===== config.mk =====
export PLATFORM = sky130hd
export DESIGN_NAME = lzc_vec_top
export DESIGN_NICKNAME = d
export VERILOG_FILES = /design/src/rtl/lzc_pkg.sv /design/src/rtl/lzc_byte_count.sv /design/src/rtl/lzc_merge.sv /design/src/rtl/lzc_vec_top.sv
export SDC_FILE = /design/constraint.sdc
export NUM_CORES = 1
export LEC_CHECK = 0
export BUFFER_PORTS_ARGS = -buffer_cell sky130_fd_sc_hd__buf_4
export CAP_MARGIN = 30
export CELL_PAD_IN_SITES_DETAIL_PLACEMENT = 0
export CELL_PAD_IN_SITES_GLOBAL_PLACEMENT = 1
export CORE_MARGIN = 2
export CORE_UTILIZATION = 39
export CTS_CLUSTER_SIZE = 12
export DETAILED_ROUTE_END_ITERATION = 16
export GPL_ROUTABILITY_DRIVEN = 1
export PLACE_DENSITY_LB_ADDON = 0.1
export SETUP_SLACK_MARGIN = 0.4
export SYNTH_ARGS = -nofsm -noshare
export SYNTH_HDL_FRONTEND = slang
export SYNTH_SLANG_ARGS = --single-unit

===== constraint.sdc =====
create_clock -name clk -period 8.5 [get_ports clk]
set_input_delay 0.425 -clock clk [delete_from_list [all_inputs] [get_ports clk]]
set_output_delay 0.425 -clock clk [all_outputs]
set_load 0.005 [all_outputs]

===== src/rtl/lzc_pkg.sv =====
// Package: shared constants and the lane-size code for the leading-bit counter.
// Assumes: size code values are fixed by the requirements (00/01/10, 11 reserved).
package lzc_pkg;
    typedef enum logic [1:0] {
        ESZ_8   = 2'b00,
        ESZ_16  = 2'b01,
        ESZ_32  = 2'b10,
        ESZ_RSV = 2'b11
    } esz_t;
endpackage


===== src/rtl/lzc_byte_count.sv =====
// Module: leading-zero counter for one W-bit slice.
// Assumes: W >= 1; the output can hold the value W (an all-zero slice).
module lzc_byte_count #(
    parameter int W  = 8,
    localparam int CW = $clog2(W) + 1
) (
    input  logic [W-1:0]  bits_i,
    output logic [CW-1:0] cnt_o
);
    logic seen;

    // Scan from the top bit and count zeros until the first one is seen.
    always_comb begin
        cnt_o = '0;
        seen  = 1'b0;
        for (int i = W - 1; i >= 0; i--) begin
            if (!seen) begin
                if (bits_i[i]) seen = 1'b1;
                else           cnt_o = cnt_o + 1'b1;
            end
        end
    end

    // the count reaches the full slice width exactly when the slice is empty.
    always_comb begin
        p_allzero_width_r2: assert ((cnt_o == CW'(W)) == (bits_i == '0));
    end
endmodule


===== src/rtl/lzc_merge.sv =====
// Module: merges the leading-zero counts of two adjacent HALF_W-bit halves.
// Assumes: each input count is at most HALF_W; hi is the more significant half.
module lzc_merge #(
    parameter int HALF_W = 8,
    localparam int CW = $clog2(HALF_W) + 1
) (
    input  logic [CW-1:0] hi_cnt_i,
    input  logic [CW-1:0] lo_cnt_i,
    output logic [CW:0]   cnt_o
);
    logic hi_empty;

    // If the upper half is empty, its full width plus the lower count; otherwise the upper count.
    always_comb begin
        hi_empty = (hi_cnt_i == CW'(HALF_W));
        if (hi_empty) cnt_o = (CW + 1)'(HALF_W) + {1'b0, lo_cnt_i};
        else          cnt_o = {1'b0, hi_cnt_i};
    end

    // a merged count never exceeds the width of both halves.
    always_comb begin
        p_merge_bound_r2: assert (cnt_o <= (CW + 1)'(2 * HALF_W));
    end
endmodule


===== src/rtl/lzc_vec_top.sv =====
// Module: lane-partitioned leading-zero / leading-sign counter with registered outputs.
// Assumes: VEC_W is a multiple of 4*BYTE_W; lanes are 1, 2 or 4 bytes wide;
//          synchronous active-low reset; one-cycle latency from inputs to outputs.
module lzc_vec_top
    import lzc_pkg::*;
#(
    parameter int VEC_W  = 128,
    parameter int BYTE_W = 8
) (
    input  logic             clk,
    input  logic             rst_n,
    input  logic [VEC_W-1:0] opnd_i,
    input  logic [1:0]       esz_i,
    input  logic             full_i,
    input  logic             sign_mode_i,
    output logic [VEC_W-1:0] result_o,
    output logic             bad_cfg_o
);
    localparam int NB  = VEC_W / BYTE_W;
    localparam int NH  = NB / 2;
    localparam int NW  = NB / 4;
    localparam int H_W = 2 * BYTE_W;
    localparam int W_W = 4 * BYTE_W;
    localparam int C8  = $clog2(BYTE_W) + 1;
    localparam int C16 = C8 + 1;
    localparam int C32 = C8 + 2;

    logic [BYTE_W-1:0] xbyte [NB];
    logic [C8-1:0]     c8    [NB];
    logic [C16-1:0]    c16   [NH];
    logic [C32-1:0]    c32   [NW];
    logic [VEC_W-1:0]  nxt_result;
    logic              nxt_bad;

    // Per byte: pick the top bit of the enclosing lane and (in sign mode) XOR the byte with it.
    for (genvar b = 0; b < NB; b++) begin : g_byte
        localparam int MSB8  = b * BYTE_W + BYTE_W - 1;
        localparam int MSB16 = (b | 1) * BYTE_W + BYTE_W - 1;
        localparam int MSB32 = (b | 3) * BYTE_W + BYTE_W - 1;
        logic lane_msb;

        // Select the lane's top bit according to the lane size.
        always_comb begin
            case (esz_i)
                ESZ_16:  lane_msb = opnd_i[MSB16];
                ESZ_32:  lane_msb = opnd_i[MSB32];
                default: lane_msb = opnd_i[MSB8];
            endcase
            xbyte[b] = opnd_i[b*BYTE_W +: BYTE_W] ^ {BYTE_W{sign_mode_i & lane_msb}};
        end

        lzc_byte_count #(.W(BYTE_W)) u_cnt (
            .bits_i (xbyte[b]),
            .cnt_o  (c8[b])
        );
    end

    // First merge level: byte pairs into 16-bit counts.
    for (genvar h = 0; h < NH; h++) begin : g_half
        lzc_merge #(.HALF_W(BYTE_W)) u_m16 (
            .hi_cnt_i (c8[2*h+1]),
            .lo_cnt_i (c8[2*h]),
            .cnt_o    (c16[h])
        );
    end

    // Second merge level: 16-bit pairs into 32-bit counts.
    for (genvar w = 0; w < NW; w++) begin : g_word
        lzc_merge #(.HALF_W(H_W)) u_m32 (
            .hi_cnt_i (c16[2*w+1]),
            .lo_cnt_i (c16[2*w]),
            .cnt_o    (c32[w])
        );
    end

    // Pack the lane counts, minus one in sign mode, zeroing the upper half when full_i is low.
    always_comb begin
        nxt_result = '0;
        nxt_bad    = (esz_i == ESZ_RSV);
        case (esz_i)
            ESZ_8: begin
                for (int b = 0; b < NB; b++) begin
                    if (full_i || b < NB / 2)
                        nxt_result[b*BYTE_W +: BYTE_W] =
                            BYTE_W'(c8[b]) - BYTE_W'(sign_mode_i);
                end
            end
            ESZ_16: begin
                for (int h = 0; h < NH; h++) begin
                    if (full_i || h < NH / 2)
                        nxt_result[h*H_W +: H_W] =
                            H_W'(c16[h]) - H_W'(sign_mode_i);
                end
            end
            ESZ_32: begin
                for (int w = 0; w < NW; w++) begin
                    if (full_i || w < NW / 2)
                        nxt_result[w*W_W +: W_W] =
                            W_W'(c32[w]) - W_W'(sign_mode_i);
                end
            end
            default: nxt_result = '0;
        endcase
    end

    // Output register with synchronous active-low reset.
    always_ff @(posedge clk) begin
        if (!rst_n) begin
            result_o  <= '0;
            bad_cfg_o <= 1'b0;
        end else begin
            result_o  <= nxt_result;
            bad_cfg_o <= nxt_bad;
        end
    end

    // the reserved size code yields the flag and an all-zero result on the next edge.
    p_rsv_zero_r6: assert property (@(posedge clk) disable iff (!rst_n)
        (esz_i == ESZ_RSV) |=> (bad_cfg_o && result_o == '0));

    // a legal size code never raises the flag.
    p_legal_noflag_r6: assert property (@(posedge clk) disable iff (!rst_n)
        (esz_i != ESZ_RSV) |=> !bad_cfg_o);

    // half-width operation leaves the upper half of the result clear.
    p_half_upper_r5: assert property (@(posedge clk) disable iff (!rst_n)
        (!full_i) |=> (result_o[VEC_W-1:VEC_W/2] == '0));

    // an output register holds while its inputs hold.
    p_hold_r7: assert property (@(posedge clk) disable iff (!rst_n)
        ($stable(opnd_i) && $stable(esz_i) && $stable(full_i) && $stable(sign_mode_i))
        |=> $stable(result_o));

    for (genvar b = 0; b < NB; b++) begin : g_chk
        // an 8-bit zero count never exceeds the lane width.
        p_zero_bound_r4: assert property (@(posedge clk) disable iff (!rst_n)
            (esz_i == ESZ_8 && !sign_mode_i) |=>
            (result_o[b*BYTE_W +: BYTE_W] <= BYTE_W));
        // an 8-bit sign count never exceeds lane width minus one.
        p_sign_bound_r3: assert property (@(posedge clk) disable iff (!rst_n)
            (esz_i == ESZ_8 && sign_mode_i) |=>
            (result_o[b*BYTE_W +: BYTE_W] <= BYTE_W - 1));
    end
endmodule


==> key figures <==
Timing
  – # setup viols final: 0
  – Final Hold Vio Count: 0
  – RSZ-0062 raised after global routing: no
  – Fmax: between 0.1 and 0.15 GHz
  – Tightest Pin Transition: roughly 0.89 ns
  – Slew Limit Fails: 0
  – Max-slew headroom: between 40 and 50%
  – Post-layout minimum cycle time: about 7.6 ns
  – Final period util: 89.6%
  – Setup TNS: 0 ns

Worst setup path
  – CP Class: input pin to register
  – Crit path max-delay family: simple AND/OR/NAND/NOR gates
  – CP Data Required Time: slightly below 9 ns
  – Worst Path Max Fanout: 31
  – Crit path buf inv count: 3
  – Slowest CP cell: and4bb_1
  – Worst Path Arrival: between 7 and 8 ns
  – Type of destination of the critical path: register
  – Slowest stage delay, CP: around 0.52 ns
  – Worst setup SP type: input pin
  – Crit-path most repeated cell: ha_1

Layout
  – Commonest cells after routing, fill and taps aside: 284 x buf_4, 210 x nand2_1, 190 x nor2_1
  – Commonest non-fill, non-tap cell in the layout: buf_4
  – Post-route insts no fill: about 3200
  – Fillers: roughly 4600
  – Nets: about 2800
  – Layout area overhead: 12.9%
  – Ratio of cells with drive above 1 in the final layout: between 10% and 20%
  – Antenna cells: 0

Floorplan
  – Row count: slightly below 80
  – IO Pins: 263
  – Initial Util: between 30 and 40%
  – Die height: between 200 and 250 um
  – Die Area: around 0.046 mm^2
  – Core Region: 0.0441 mm^2
  – Die W: 215 um

Synthesis
  – Post-Syn Area per Cell: just over 7 um^2
  – Sequential-to-total area share from yosys stat: 10.7%
  – Fraction of synthesis flops using an asynchronous set or reset pin: 0%
  – Synth warn: 0
  – Syn nets: ~2700
  – Netlist cell types: between 100 and 150
  – Synth Register Bits: slightly above 90
  – Post-synth EDFFs: 0
  – Dominant synthesized flop cell: dfxtp_1
  – Post-Synthesis Cells: 2431
  – Post-Syn Area: roughly 0.017 mm^2

Run
  – Number of max-cap violations: 0

Drt
  – DRC: 0
  – Wire length per cell: between 15 and 20 um
  – DR vias/cell: between 5 and 6
  – DRT iter0 DRCs: between 1000 and 1500
  – Routed vias: ~19000
  – Final wirelength: approximately 60000 um
  – ANT nets after route: 0
  – Detailed Routing Iterations Pass 1: 6

GRT
  – Global route overflow: 0
  – Largest net degree at the start of global routing: 77
  – First-pass GRT wire length: ~93000 um
  – Initial antenna violation count: 1
  – Vias in the first global route: 17699
  – GR Util All Layers: between 20% and 30%

CTS
  – CTS root buf: clkbuf_16
  – Inserted Clock Buffers: 9
  – TritonCTS clock tree: yes
  – Worst-case clock buffer depth: 2
  – Cts hold-fix bufs: 0
  – Clk pin slew, worst setup/hold paths: ~0.080 ns
  – Sink Count: a little over 90
  – H-tree lvl count: 3

Pwr
  – PwrDens: ~96 mW/mm^2
  – VDD IR max: roughly 0.096 mV
  – P_leak: 8.07 nW

Place
  – Port bufs: 262
  – DP Cell Count: ~3100
  – Post-DP HPWL: ~46000 um
  – GP Congestion: about 0.89

Worst hold path
  – Hold_sp: rst_n
  – Hold endpoint: bad_cfg_o
  – Hold path depth: 2
  – Worst hold path class: input pin to register

Outcome
  – Status: finished clean
-- sequential cells by signal, indices dropped and copies added (netlist names) --
name and flops:
bad_cfg_o 1, result_o 92
-- cells in the mapped netlist (37+ instances only) --
library cell  count  area (um^2)
nand2_1         210          788
nor2_1          190          713
a21oi_1         184          921
ha_1            141         1760
inv_1           133          499
o21ai_0         118          591
dfxtp_1          93         1860
nand3_1          86          430
clkbuf_1         74          278
xnor2_1          70          613
nor3_1           68          340
nand2b_1         54          338
mux2i_1          51          510
xor2_1           44          385
nand4_1          42          263
buf_4            41          308
and2_1           38          238
o22ai_1          37          231
-- repair_timing --
action / in CTS / in global routing
setup buffers: 0 / 0
resized for setup: 0 / 1
endpoints found under the setup margin: 0 / 6
-- power breakdown --
part | total, mW | internal (mW) | switching (mW)
sequential | 0.467 | 0.454 | 0.0134
combinational | 1.01 | 0.414 | 0.592
clock | 0.402 | 0.208 | 0.194
total | 1.87 | 1.08 | 0.799
-- metal layers --
layer,part of all wire [%],GRT usage (%),vias to the layer above
li1,-,-,9267
met1,46,31.7,8862
met2,47,41.9,532
met3,5.1,3.17,75
met4,2.4,6.76,2
met5,0.021,0,-
-- cells by family (layout without fill, tap and decap cells) --
logic type               count (synthesis)  after routing  share of synthesized area (%)
multiplexers                            83             83                           5.22
adder cells (fa/ha/maj)                141            141                           10.2
buffers and inverters                  300            437                           8.38
AO/OA/AOI/OAI                          762            762                           30.5
flip-flops                              93             93                           10.7
AND/OR/NAND/NOR                        929            929                           28.2
XOR/XNOR                               123            123                           6.82
-- through the flow --
step | hold slack [ns] | util (%) | instance area [um^2] | power, mW | setup slack (ns)
4_1_cts | 0.290 | 44.5 | 19600 | 1.88 | 0.974
3_3_place_gp | 0.673 | 43.8 | 19300 | 1.46 | 0.725
2_1_floorplan | 0.547 | - | 17400 | 1.18 | 0.913
5_1_grt | 0.300 | 44.5 | 19600 | 2.02 | 0.418
6_report | 0.299 | 44.5 | 19600 | 1.87 | 0.887
3_5_place_dp | 0.675 | 43.8 | 19300 | 1.47 | 0.616
-- layout make-up --
class	instances	area, um^2	area share, %
sequential	93	1860	9.49
tap	592	741	3.78
clock inverter	5	41.3	0.210
inverter	136	510	2.60
multi-input combinational	2038	14100	71.7
clock buffer	10	239	1.22
timing repair buffer	286	2160	11.0
-- worst max-delay path by stage --
stage                           start  slack, ns  cells after the start      endpoint
after floorplan           sign_mode_i       0.91                     44  result_o[10]
after global placement     opnd_i[31]       0.72                     34   result_o[9]
after detailed placement     esz_i[0]       0.62                     35  result_o[47]
after CTS                    esz_i[0]       0.97                     35  result_o[39]
after global routing         esz_i[0]       0.42                     34  result_o[43]
final                      opnd_i[31]       0.89                     34   result_o[7]
Note: power is estimated with default switching activity, not from simulation.
